==> src/rtl/dbg_bit_pkg.sv <==
package dbg_bit_pkg;
  typedef enum logic [1:0] {
    ST_IDLE = 2'd0,
    ST_RX   = 2'd1,
    ST_TX0  = 2'd2,
    ST_TX1  = 2'd3
  } bit_state_t;
endpackage

==> src/rtl/dbg_start_detect.sv <==
module dbg_start_detect #(
  parameter int SYNC_STAGES = 2,
  parameter int MIN_LOW     = 2
) (
  input  logic clk,
  input  logic rst,
  input  logic pin_raw,
  output logic line_sync,
  output logic start
);
  logic [SYNC_STAGES-1:0] sync_q;
  logic [MIN_LOW-1:0]     hist_q;
  logic [MIN_LOW:0]       window;

  always_ff @(posedge clk) begin
    if (rst) begin
      sync_q <= '1;
      hist_q <= '1;
    end else begin
      sync_q <= {sync_q[SYNC_STAGES-2:0], pin_raw};
      hist_q <= {hist_q[MIN_LOW-2:0], line_sync};
    end
  end

  always_comb begin
    line_sync = sync_q[SYNC_STAGES-1];
    window    = {hist_q, line_sync};
    start     = window[MIN_LOW] & ~(|window[MIN_LOW-1:0]);
  end


  start_single_chk: assert property (@(posedge clk) disable iff (rst)
    start |=> !start);
endmodule

==> src/rtl/dbg_bit_sequencer.sv <==
module dbg_bit_sequencer
  import dbg_bit_pkg::*;
#(
  parameter int SAMPLE_CYC   = 10,
  parameter int HI_PULSE_CYC = 7,
  parameter int LOW_CYC      = 13,
  parameter int CNT_W        = 4
) (
  input  logic             clk,
  input  logic             rst,
  input  logic             start,
  input  logic             line_sync,
  input  logic             tx_req,
  input  logic             tx_bit,
  output bit_state_t       state,
  output logic [CNT_W-1:0] cnt,
  output logic             launch_low,
  output logic             rx_valid,
  output logic             rx_bit,
  output logic             tx_done
);
  localparam logic [CNT_W-1:0] K_SAMPLE  = CNT_W'(SAMPLE_CYC);
  localparam logic [CNT_W-1:0] K_TX1_END = CNT_W'(HI_PULSE_CYC + 1);
  localparam logic [CNT_W-1:0] K_TX0_END = CNT_W'(LOW_CYC + 1);

  logic             armed;
  logic             arm_bit;
  logic             launch;
  logic [CNT_W-1:0] nxt;

  always_comb begin
    launch     = start && (state == ST_IDLE);
    launch_low = launch && armed && !arm_bit;
    nxt        = cnt + 1'b1;
  end

  always_ff @(posedge clk) begin
    if (rst) begin
      state    <= ST_IDLE;
      cnt      <= '0;
      armed    <= 1'b0;
      arm_bit  <= 1'b0;
      rx_valid <= 1'b0;
      rx_bit   <= 1'b0;
      tx_done  <= 1'b0;
    end else begin
      rx_valid <= 1'b0;
      tx_done  <= 1'b0;
      case (state)
        ST_IDLE: begin
          if (launch) begin
            cnt   <= '0;
            armed <= 1'b0;
            state <= armed ? (arm_bit ? ST_TX1 : ST_TX0) : ST_RX;
          end else if (tx_req) begin
            armed   <= 1'b1;
            arm_bit <= tx_bit;
          end
        end
        ST_RX: begin
          cnt <= nxt;
          if (nxt == K_SAMPLE) begin
            state    <= ST_IDLE;
            rx_valid <= 1'b1;
            rx_bit   <= line_sync;
          end
        end
        ST_TX0: begin
          cnt <= nxt;
          if (nxt == K_TX0_END) begin
            state   <= ST_IDLE;
            tx_done <= 1'b1;
          end
        end
        ST_TX1: begin
          cnt <= nxt;
          if (nxt == K_TX1_END) begin
            state   <= ST_IDLE;
            tx_done <= 1'b1;
          end
        end
        default: state <= ST_IDLE;
      endcase
    end
  end


  rx_pulse_chk: assert property (@(posedge clk) disable iff (rst)
    rx_valid |=> !rx_valid);

  rx_origin_chk: assert property (@(posedge clk) disable iff (rst)
    rx_valid |-> $past(state) == ST_RX);

  done_pulse_chk: assert property (@(posedge clk) disable iff (rst)
    tx_done |=> !tx_done);

  mode_hold_chk: assert property (@(posedge clk) disable iff (rst)
    (state != ST_IDLE) |=> (state == ST_IDLE) || (state == $past(state)));

  cnt_bound_chk: assert property (@(posedge clk) disable iff (rst)
    cnt <= K_TX0_END);
endmodule

==> src/rtl/dbg_pin_driver.sv <==
module dbg_pin_driver
  import dbg_bit_pkg::*;
#(
  parameter int HI_PULSE_CYC = 7,
  parameter int LOW_CYC      = 13,
  parameter int CNT_W        = 4
) (
  input  logic             clk,
  input  logic             rst,
  input  bit_state_t       state,
  input  logic [CNT_W-1:0] cnt,
  input  logic             launch_low,
  output logic             pin_oe,
  output logic             pin_out
);
  localparam logic [CNT_W-1:0] K_HI  = CNT_W'(HI_PULSE_CYC);
  localparam logic [CNT_W-1:0] K_LOW = CNT_W'(LOW_CYC);

  logic [CNT_W-1:0] nxt;
  logic             oe_d;
  logic             out_d;

  always_comb begin
    nxt   = cnt + 1'b1;
    oe_d  = 1'b0;
    out_d = 1'b0;
    if (launch_low) begin
      oe_d = 1'b1;
    end else begin
      case (state)
        ST_TX0: begin
          if (nxt < K_LOW) begin
            oe_d = 1'b1;
          end else if (nxt == K_LOW) begin
            oe_d  = 1'b1;
            out_d = 1'b1;
          end
        end
        ST_TX1: begin
          if (nxt == K_HI) begin
            oe_d  = 1'b1;
            out_d = 1'b1;
          end
        end
        default: ;
      endcase
    end
  end

  always_ff @(posedge clk) begin
    if (rst) begin
      pin_oe  <= 1'b0;
      pin_out <= 1'b0;
    end else begin
      pin_oe  <= oe_d;
      pin_out <= out_d;
    end
  end


  spd_pulse_chk: assert property (@(posedge clk) disable iff (rst)
    $fell(pin_oe) |-> $past(pin_out));

  low_hold_chk: assert property (@(posedge clk) disable iff (rst)
    (state == ST_TX0 && pin_oe && !pin_out) |=> pin_oe);
endmodule

==> src/rtl/dbg_bit_engine.sv <==
module dbg_bit_engine
  import dbg_bit_pkg::*;
#(
  parameter int SYNC_STAGES  = 2,
  parameter int MIN_LOW      = 2,
  parameter int SAMPLE_CYC   = 10,
  parameter int HI_PULSE_CYC = 7,
  parameter int LOW_CYC      = 13
) (
  input  logic clk,
  input  logic rst,
  input  logic pin_raw,
  output logic pin_out,
  output logic pin_oe,
  output logic rx_valid,
  output logic rx_bit,
  input  logic tx_req,
  input  logic tx_bit,
  output logic tx_done
);
  localparam int CNT_W = $clog2(LOW_CYC + 2);

  logic             line_sync;
  logic             start;
  logic             launch_low;
  bit_state_t       state;
  logic [CNT_W-1:0] cnt;

  dbg_start_detect #(
    .SYNC_STAGES(SYNC_STAGES),
    .MIN_LOW    (MIN_LOW)
  ) i_detect (
    .clk      (clk),
    .rst      (rst),
    .pin_raw  (pin_raw),
    .line_sync(line_sync),
    .start    (start)
  );

  dbg_bit_sequencer #(
    .SAMPLE_CYC  (SAMPLE_CYC),
    .HI_PULSE_CYC(HI_PULSE_CYC),
    .LOW_CYC     (LOW_CYC),
    .CNT_W       (CNT_W)
  ) i_seq (
    .clk       (clk),
    .rst       (rst),
    .start     (start),
    .line_sync (line_sync),
    .tx_req    (tx_req),
    .tx_bit    (tx_bit),
    .state     (state),
    .cnt       (cnt),
    .launch_low(launch_low),
    .rx_valid  (rx_valid),
    .rx_bit    (rx_bit),
    .tx_done   (tx_done)
  );

  dbg_pin_driver #(
    .HI_PULSE_CYC(HI_PULSE_CYC),
    .LOW_CYC     (LOW_CYC),
    .CNT_W       (CNT_W)
  ) i_drv (
    .clk       (clk),
    .rst       (rst),
    .state     (state),
    .cnt       (cnt),
    .launch_low(launch_low),
    .pin_oe    (pin_oe),
    .pin_out   (pin_out)
  );


  rx_nodrive_chk: assert property (@(posedge clk) disable iff (rst)
    (state == ST_RX) |-> !pin_oe);

  done_release_chk: assert property (@(posedge clk) disable iff (rst)
    tx_done |-> !pin_oe);
endmodule

==> config.mk <==
export PLATFORM = sky130hd
export DESIGN_NAME = dbg_bit_engine
export DESIGN_NICKNAME = d
export VERILOG_FILES = /design/src/rtl/dbg_bit_pkg.sv /design/src/rtl/dbg_start_detect.sv /design/src/rtl/dbg_bit_sequencer.sv /design/src/rtl/dbg_pin_driver.sv /design/src/rtl/dbg_bit_engine.sv
export SDC_FILE = /design/constraint.sdc
export NUM_CORES = 1
export LEC_CHECK = 0
export BUFFER_PORTS_ARGS = -buffer_cell sky130_fd_sc_hd__clkbuf_2
export CAP_MARGIN = 20
export CORE_ASPECT_RATIO = 1.25
export CORE_MARGIN = 2
export CORE_UTILIZATION = 35
export CTS_BUF_LIST = sky130_fd_sc_hd__clkbuf_16
export CTS_CLUSTER_SIZE = 20
export DETAILED_ROUTE_END_ITERATION = 8
export HOLD_SLACK_MARGIN = 0.12
export PLACE_DENSITY = 0.55
export REMOVE_ABC_BUFFERS = 1
export SLEW_MARGIN = 20
export SYNTH_ARGS = -nofsm -noshare
export SYNTH_HDL_FRONTEND = slang
export SYNTH_HIERARCHICAL = 1
export SYNTH_SLANG_ARGS = --single-unit
==> constraint.sdc <==
create_clock -name clk -period 2.2 [get_ports clk]
set_input_delay 0.55 -clock clk [delete_from_list [all_inputs] [get_ports clk]]
set_output_delay 0.55 -clock clk [all_outputs]
set_load 0.05 [all_outputs]
==> flow_metrics.env, run 1 <==
export IMPL_status="completed"
export IMPL_area_delta_synth_final_pct=18.2
export IMPL_cpPeakStageDelay_ns=0.50
export IMPL_n_antenna_cell=0
export IMPL_hold_path_class="reg2reg"
export IMPL_grt_pass1_vias=648
export IMPL_crit_required_ns=2.34
export IMPL_wire_per_inst_um=12.4
export IMPL_drv_cap=0
export IMPL_synthTopCellsByArea="dfxtp_1, ha_1, nor2_1, mux2_4, nand2_1"
export IMPL_antenna_left=0
export IMPL_htree_levels=1
export IMPL_route_vias_total=731
export IMPL_power_static_leakage_uw=0.000402
export IMPL_hold_viol=0
export IMPL_crit_chain="ha_1 > nor2b_1 > a21oi_1 > o221ai_2 > o21ai_2 > mux2_4"
export IMPL_powerDensity_nw_per_um2=668
export IMPL_critical_path_class="reg2reg"
export IMPL_dp_hpwl_mm=1.32
export IMPL_hold_end="i_detect/sync_q[1]$_SDFF_PP1_"
export IMPL_synth_compound_area_share_pct=19.7
export IMPL_clock_sinks=17
export IMPL_ctsLongestPathBuffers=2
export IMPL_dieArea_sq_um=2950
export IMPL_synth_xor_area_share_pct=0
export IMPL_whs_ns=0.398
export IMPL_final_cell_mix="dfxtp_1, nor2_1, clkbuf_2"
export IMPL_clock_latency_ns=0.25
export IMPL_avgViaCountPerCell=5.04
export IMPL_grt_usage_pct=13.3
export IMPL_synth_top_area_share_pct=38.5
export IMPL_start_util_pct=36.4
export IMPL_die_w_um=49.0
export IMPL_hp_start="i_detect/sync_q[0]$_SDFF_PP1_"
export IMPL_synth_cell_types=36
export IMPL_worstSetupEndpointType="flop"
export IMPL_dieHeight_um=60.2
export IMPL_gr_total_overflow=0
export IMPL_max_slew_worst_pin_slew_ns=0.424
export IMPL_setup_viol=0
export IMPL_drc=0
export IMPL_core_sq_um=2430
export IMPL_antenna_found_initial=0
export IMPL_rsz0062_at_grt="no"
export IMPL_syn_inst=100
export IMPL_maxSlewViolCount=0
export IMPL_ys_ff_latch=17
export IMPL_yosys_warnings=6
export IMPL_cp_startpoint="i_seq/cnt[0]$_SDFFE_PP0N_"
export IMPL_place_gp_congestion=0.756
export IMPL_holdPathStages=1
export IMPL_finalClockSkew_ns=0.00132
export IMPL_clock_fmax_mhz=520
export IMPL_fp_row_count=20
export IMPL_drive_gt1_share_pct=22.3
export IMPL_numCtsBuffers=3
export IMPL_r2r_start="i_seq/cnt[0]$_SDFFE_PP0N_"
export IMPL_grt_max_degree=19
export IMPL_cp_max_fo=10
export IMPL_reg2regPathDepth=6
export IMPL_io_buffers=9
export IMPL_fin_crit_sh_pct=87.3
export IMPL_ios=10
export IMPL_worstSetupStartpointType="flop"
export IMPL_avgSynthCellArea_sq_um=8.85
export IMPL_routed_wl_mm=1.80
export IMPL_root_buffer="clkbuf_16"
export IMPL_clk_pin_slew_ns=0.05
export IMPL_synthAdderAreaFrac_pct=4.24
export IMPL_cp_slowest_cell="dfxtp_1"
export IMPL_regToRegEndpoint="i_seq/state[1]$_SDFFE_PP0P_"
export IMPL_synth_top_family_by_area="simple AND/OR/NAND/NOR gates"
export IMPL_fillCellCount=258
export IMPL_setup_tns_ns=0
export IMPL_cp_arrival_ns=2.06
export IMPL_cts_resized_gates=0
export IMPL_cts_hold_buf=0
export IMPL_post_cts_buffers=0
export IMPL_crit_family="compound AO/OA/AOI/OAI gates"
export IMPL_cts_tree="yes"
export IMPL_ys_seq_area_share_pct=38.5
export IMPL_synth_largest_area_cell="dfxtp_1"
export IMPL_drtIter0Drc=14
export IMPL_nets=121
export IMPL_slew_headroom_pct=71.7
export IMPL_path_buf_inv=0
export IMPL_final_min_clock_period_ns=1.92
export IMPL_syn_cell_area_sq_um=885
export IMPL_synth_area_mux_share_pct=4.53
export IMPL_r2r_slack_ns=0.28
export IMPL_grt_pass1_wl_mm=2.94
export IMPL_peakVddDrop_mv=0.319
export IMPL_dr_pass1_iters=3
export IMPL_path_depth=6
export IMPL_synth_simple_area_share_pct=27.9
export IMPL_final_common_cell="dfxtp_1"
==> layer usage <==
layer,up-vias,routed length [um],track usage [%]
li1,380,-,-
met1,339,860,16.0
met2,8,868,22.7
met3,4,37,1.50
met4,0,33,8.57
met5,-,0,0
==> power by group <==
group / switching (uW) / internal, uW
combinational: 12.4 / 9.33
clock: 117 / 243
sequential: 3.39 / 314
total: 133 / 566
==> area by class of cell <==
| type | count | area [sq um] | share of cell area, % |
|---|---|---|---|
| clock buffers | 3 | 75.1 | 7.18 |
| clock inverters | 1 | 5.00 | 0.478 |
| inverters | 7 | 26.3 | 2.51 |
| multi-input cells | 73 | 498 | 47.6 |
| flip-flops and latches | 17 | 340 | 32.5 |
| well taps | 33 | 41.3 | 3.95 |
| repair buffers | 11 | 60.1 | 5.74 |
==> Yosys cell counts (all sizes together) <==
master / instances
a311oi: 1
dfxtp: 17
a31oi: 1
nand2: 8
nor3: 2
or3b: 1
a21boi: 1
nor2b: 4
o211ai: 1
nand3b: 1
mux2i: 1
ha: 3
a21oi: 5
and4bb: 1
buf: 2
o21ai: 7
or2: 4
nand4: 2
clkbuf: 1
nor3b: 2
and3b: 1
o2bb2ai: 1
inv: 7
and2: 1
and4b: 2
a31o: 1
a221oi: 1
a211oi: 2
o221ai: 2
nor2: 11
nand3: 4
mux2: 2
==> metrics by stage <==
stage | total power, uW | setup slack, ns | utilization, % | cells | area, sq um
after floorplan | 335 | 0.522 | - | 97 | 865
after global placement | 345 | 0.342 | 39.8 | 141 | 966
after detailed placement | 346 | 0.297 | 39.8 | 141 | 966
after CTS | 708 | 0.287 | 43.1 | 145 | 1050
after global routing | 726 | 0.132 | 43.1 | 145 | 1050
final | 699 | 0.279 | 43.1 | 145 | 1050
==> cells by family (layout without fill, tap and decap cells) <==
logic type               after synthesis  after routing
AO/OA/AOI/OAI                         23             23
AND/OR/NAND/NOR                       44             44
buffers and inverters                 10             22
multiplexers                           3              3
flip-flops                            17             17
adder cells (fa/ha/maj)                3              3
==> worst max-delay path by stage <==
stage | to | slack, ns
floorplan | i_seq/state[1]$_SDFFE_PP0P_ | 0.52
global placement | i_seq/state[1]$_SDFFE_PP0P_ | 0.34
detailed placement | i_seq/state[1]$_SDFFE_PP0P_ | 0.30
CTS | i_seq/state[1]$_SDFFE_PP0P_ | 0.29
global route | i_seq/state[1]$_SDFFE_PP0P_ | 0.13
finish | i_seq/state[1]$_SDFFE_PP0P_ | 0.28
==> registers in the layout, summed over array words and instances (netlist names) <==
name / flops
i_detect/hist_q: 2
i_seq/rx_bit: 1
i_drv/pin_oe: 1
i_seq/rx_valid: 1
i_seq/state: 2
i_seq/tx_done: 1
i_detect/sync_q: 2
i_seq/arm_bit: 1
i_seq/cnt: 4
i_drv/pin_out: 1
i_seq/armed: 1
==> worst register-to-register path: stages (launching register included) <==
cell and delay [ns]:
dfxtp_1 0.50, ha_1 0.37, nor2b_1 0.08, a21oi_1 0.24, o221ai_2 0.17, o21ai_2 0.15, mux2_4 0.30
(Power assumes the default switching activity.)
==> run 2, diff against run 1 <==
==> constraint.sdc (replaced) <==
create_clock -name clk -period 2.07 [get_ports clk]
set_input_delay 0.5175 -clock clk [delete_from_list [all_inputs] [get_ports clk]]
set_output_delay 0.5175 -clock clk [all_outputs]
set_load 0.05 [all_outputs]
==> flow_metrics.env, run 2 (synthesis gave the netlist of run 1 again) <==
export IMPL_dp_cells=141
export IMPL_final_cell_mix="dfxtp_1, nor2_1, clkbuf_2"
export IMPL_fin_crit_sh_pct=93.2
export IMPL_multi_input_area_sq_um=498
export IMPL_p_sw_uw=142
export IMPL_grt_usage_pct=13.5
export IMPL_clock_fmax_mhz=519
export IMPL_holdPathStages=1
export IMPL_fin_ws_ns=0.142
export IMPL_dr_pass1_iters=4
export IMPL_die_w_um=49.0
export IMPL_route_vias_total=738
export IMPL_routed_wl_mm=1.80
export IMPL_hold_viol=0
export IMPL_antenna_left=0
export IMPL_grt_max_degree=19
export IMPL_n_antenna_cell=0
export IMPL_wire_per_inst_um=12.4
export IMPL_setup_viol=0
export IMPL_drive_gt1_share_pct=22.3
export IMPL_rsz0062_at_grt="no"
export IMPL_clkPwrFrac_pct=51.6
export IMPL_cts_hold_buf=0
export IMPL_p_sw_share_pct=19.1
export IMPL_grt_pass1_wl_mm=2.97
export IMPL_worstSetupEndpointType="flop"
export IMPL_start_util_pct=36.4
export IMPL_area_delta_synth_final_pct=18.2
export IMPL_instances_no_fill=145
export IMPL_ff_latch_area_sq_um=340
export IMPL_crit_chain="ha_1 > nor2b_1 > a21oi_1 > o221ai_2 > o21ai_2 > mux2_4"
export IMPL_largest_reg_flops=4
export IMPL_grt_use_met2_pct=21.9
export IMPL_core_sq_um=2430
export IMPL_post_place_ws_ns=0.167
export IMPL_root_buffer="clkbuf_16"
export IMPL_reg2regPathDepth=6
export IMPL_clock_sinks=17
export IMPL_ios=10
export IMPL_met3_usage_pct=1.50
export IMPL_dp_hpwl_mm=1.32
export IMPL_finalClockSkew_ns=0.00237
export IMPL_path_buf_inv=0
export IMPL_status="completed"
export IMPL_slew_headroom_pct=72.6
export IMPL_cpPeakStageDelay_ns=0.51
export IMPL_ctsLongestPathBuffers=2
export IMPL_clock_latency_ns=0.25
export IMPL_drtIter0Drc=15
export IMPL_fp_row_count=20
export IMPL_gr_total_overflow=0
export IMPL_post_cts_buffers=0
export IMPL_crit_required_ns=2.20
export IMPL_numCtsBuffers=3
export IMPL_drv_cap=0
export IMPL_utilization_pct=43.1
export IMPL_path_depth=6
export IMPL_use_met1_pct=17.2
export IMPL_nets=121
export IMPL_internal_power_uw=602
export IMPL_crit_family="compound AO/OA/AOI/OAI gates"
export IMPL_hold_path_class="reg2reg"
export IMPL_pwr_share_comb_pct=3.1
export IMPL_power_frac_seq_pct=45.3
export IMPL_worstSetupStartpointType="flop"
export IMPL_maxSlewViolCount=0
export IMPL_peakVddDrop_mv=0.275
export IMPL_antenna_found_initial=0
export IMPL_io_buffers=9
export IMPL_place_gp_congestion=0.756
export IMPL_final_common_cell="dfxtp_1"
export IMPL_drc=0
export IMPL_powerDensity_nw_per_um2=711
export IMPL_power_static_leakage_uw=0.000402
export IMPL_htree_levels=1
export IMPL_max_slew_worst_pin_slew_ns=0.411
export IMPL_largest_register="i_seq/cnt"
export IMPL_dieHeight_um=60.2
export IMPL_cp_slowest_cell="dfxtp_1"
export IMPL_setup_tns_ns=0
export IMPL_critical_path_class="reg2reg"
export IMPL_final_min_clock_period_ns=1.93
export IMPL_dieArea_sq_um=2950
export IMPL_avgViaCountPerCell=5.09
export IMPL_cp_max_fo=10
export IMPL_cp_arrival_ns=2.06
export IMPL_cts_tree="yes"
export IMPL_clk_pin_slew_ns=0.05
export IMPL_fillCellCount=249
export IMPL_post_route_cell_area_sq_um=1050
export IMPL_cts_resized_gates=0
export IMPL_top_usage_layer="met2"
export IMPL_place_area_sq_um=966
export IMPL_grt_pass1_vias=661
run 2: cell counts in the layout (fill, tap and decap cells not counted):
No cell type changed its count.
run 2: worst paths after layout:
path / end / slack, ns / from
setup reg to reg: i_seq/state[1]$_SDFFE_PP0P_ / 0.14 / i_seq/cnt[1]$_SDFFE_PP0N_
hold reg to reg: i_detect/sync_q[1]$_SDFF_PP1_ / 0.40 / i_detect/sync_q[0]$_SDFF_PP1_
setup / recovery: i_seq/state[1]$_SDFFE_PP0P_ / 0.14 / i_seq/cnt[1]$_SDFFE_PP0N_
hold / removal: i_detect/sync_q[1]$_SDFF_PP1_ / 0.40 / i_detect/sync_q[0]$_SDFF_PP1_
run 2: final cells by class:
class,count,share of cell area [%]
Clock buffer,3,7.18
Tap cell,33,3.95
Clock inverter,1,0.478
Sequential cell,17,32.5
Timing Repair Buffer,11,5.74
Multi-Input combinational cell,73,47.6
Inverter,7,2.51
run 2: power groups by stage:
stage	sequential, uW	clock [uW]	combinational, uW
2_1_floorplan	343	0	12.2
3_3_place_gp	344	0	23.0
3_5_place_dp	344	0	23.2
4_1_cts	337	393	23.3
5_1_grt	337	413	25.4
6_report	337	384	22.8
run 2: worst register-to-register path: stages, from the launching register on:
cell	delay, ns
dfxtp_1	0.51
ha_1	0.37
nor2b_1	0.08
a21oi_1	0.24
o221ai_2	0.16
o21ai_2	0.15
mux2_4	0.30
run 2: metal layers:
| layer | up-vias | routed length [um] | share of wire (%) |
|---|---|---|---|
| met5 | - | 0 | 0 |
| met4 | 0 | 32 | 1.8 |
| met3 | 4 | 38 | 2.1 |
| li1 | 380 | - | - |
| met1 | 344 | 850 | 47 |
| met2 | 10 | 877 | 49 |
run 2: metrics by stage:
stage	hold WS, ns	power [uW]
floorplan	0.383	356
global route	0.412	776
CTS	0.401	754
finish	0.400	744
detailed placement	0.389	367
global placement	0.385	367
==> run 3, diff against run 2 <==
--- a/config.mk
+++ b/config.mk
@@ -5,7 +5,6 @@
 export SDC_FILE = /design/constraint.sdc
 export NUM_CORES = 1
 export LEC_CHECK = 0
-export BUFFER_PORTS_ARGS = -buffer_cell sky130_fd_sc_hd__clkbuf_2
 export CAP_MARGIN = 20
 export CORE_ASPECT_RATIO = 1.25
 export CORE_MARGIN = 2
@@ -13,8 +12,10 @@
 export CTS_BUF_LIST = sky130_fd_sc_hd__clkbuf_16
 export CTS_CLUSTER_SIZE = 20
 export DETAILED_ROUTE_END_ITERATION = 8
+export DONT_BUFFER_PORTS = 1
 export HOLD_SLACK_MARGIN = 0.12
-export PLACE_DENSITY = 0.55
+export PLACE_DENSITY = 0.52
+export RECOVER_POWER = 25
 export REMOVE_ABC_BUFFERS = 1
 export SLEW_MARGIN = 20
 export SYNTH_ARGS = -nofsm -noshare
==> flow_metrics.env, run 3 (synthesis gave the netlist of run 1 again) <==
export IMPL_finalPower_uw=730
export IMPL_max_slew_worst_pin_slew_ns=0.567
export IMPL_clock_fmax_mhz=538
export IMPL_rsz0062_at_grt="no"
export IMPL_dr_pass1_iters=2
export IMPL_fin_crit_sh_pct=89.9
export IMPL_powerDensity_nw_per_um2=734
export IMPL_power_static_leakage_uw=0.000355
export IMPL_dieHeight_um=60.2
export IMPL_root_buffer="clkbuf_16"
export IMPL_antenna_left=0
export IMPL_dp_hpwl_mm=1.21
export IMPL_cp_max_fo=10
export IMPL_io_buffers=0
export IMPL_instances_no_fill=135
export IMPL_grt_usage_pct=12.7
export IMPL_routed_wl_mm=1.76
export IMPL_final_min_clock_period_ns=1.86
export IMPL_htree_levels=1
export IMPL_clock_latency_ns=0.25
export IMPL_status="completed"
export IMPL_grt_pass1_wl_mm=2.75
export IMPL_final_common_cell="dfxtp_1"
export IMPL_avgViaCountPerCell=5.17
export IMPL_post_cts_buffers=0
export IMPL_grt_max_degree=19
export IMPL_ctsLongestPathBuffers=2
export IMPL_slew_headroom_pct=62.2
export IMPL_clock_sinks=17
export IMPL_cp_arrival_ns=1.99
export IMPL_fp_row_count=20
export IMPL_nets=111
export IMPL_setup_viol=0
export IMPL_largest_reg_flops=4
export IMPL_hold_path_class="in2reg"
export IMPL_drtIter0Drc=23
export IMPL_grt_pass1_vias=571
export IMPL_drive_gt1_share_pct=14.7
export IMPL_ios=10
export IMPL_setup_tns_ns=0
export IMPL_drv_cap=0
export IMPL_start_util_pct=36.4
export IMPL_maxSlewViolCount=0
export IMPL_area_delta_synth_final_pct=12.4
export IMPL_numCtsBuffers=3
export IMPL_cts_tree="yes"
export IMPL_clk_pin_slew_ns=0.05
export IMPL_hold_viol=0
export IMPL_route_vias_total=698
export IMPL_n_antenna_cell=0
export IMPL_critical_path_class="reg2reg"
export IMPL_place_gp_congestion=0.746
export IMPL_largest_register="i_seq/cnt"
export IMPL_drc=0
export IMPL_gr_total_overflow=0
export IMPL_finalClockSkew_ns=0.00578
export IMPL_die_w_um=49.0
export IMPL_worstSetupEndpointType="flop"
export IMPL_crit_required_ns=2.20
export IMPL_antenna_found_initial=0
export IMPL_dieArea_sq_um=2950
export IMPL_worstSetupStartpointType="flop"
export IMPL_core_sq_um=2430
export IMPL_fillCellCount=254
export IMPL_wire_per_inst_um=13.0
export IMPL_final_cell_mix="dfxtp_1, nor2_1, inv_1, nand2_1, a21oi_1"
export IMPL_peakVddDrop_mv=0.275
export IMPL_dp_cells=131
==> run 3: cell count changes in the layout (fill, tap and decap cells not counted), sizes merged <==
cell    change
clkbuf      -9
inv         +1
buf         -1
clkinv      -1
==> run 3: layer usage <==
metal,vias up,wire length [um],global-route usage [%]
li1,358,-,-
met1,326,851,15.7
met2,9,811,19.6
met3,5,57,3.25
met4,0,38,8.57
met5,-,0,0
==> run 3: area by class of cell <==
cell class              instances  area [sq um]  share of cell area (%)
multi-input cells              73           500                    50.3
flip-flops and latches         17           340                    34.2
clock buffers                   3          75.1                    7.55
well taps                      33          41.3                    4.15
inverters                       7          26.3                    2.64
repair buffers                  1          7.51                   0.755
clock inverters                 1          3.75                   0.377
==> run 3: per-stage QoR <==
step	util, %	worst slack (ns)	hold slack (ns)	cell area [sq um]
floorplan	-	0.392	0.383	865
global placement	37.6	0.189	0.387	913
detailed placement	37.6	0.188	0.387	913
CTS	40.9	0.165	0.329	992
global route	41.0	0.0703	0.324	995
finish	41.0	0.210	0.331	995
==> run 3: worst paths after layout <==
check,startpoint,to,slack [ns],cells past startpoint
setup / recovery,i_seq/cnt[0]$_SDFFE_PP0N_,i_seq/state[1]$_SDFFE_PP0P_,0.21,6
hold / removal,rst,i_seq/rx_bit$_SDFFE_PP0P_,0.33,1
setup reg to reg,i_seq/cnt[0]$_SDFFE_PP0N_,i_seq/state[1]$_SDFFE_PP0P_,0.21,6
hold reg to reg,i_detect/sync_q[0]$_SDFF_PP1_,i_detect/sync_q[1]$_SDFF_PP1_,0.40,1
==> run 3: power by group <==
part | switching [uW] | internal (uW)
Combinational | 7.10 | 7.28
Clock | 122 | 256
Sequential | 4.00 | 334
Total | 133 | 597
==> run 3: what timing repair did <==
item,CTS,global route
hold buffers,0,0
resized for setup,0,1
setup endpoints to repair,0,1
==> run 3: worst max-delay path, stage by stage (launching register included) <==
cell,delay [ns]
dfxtp_1,0.51
ha_2,0.32
nor2b_1,0.06
a21oi_1,0.23
o221ai_2,0.16
o21ai_2,0.15
mux2_4,0.31
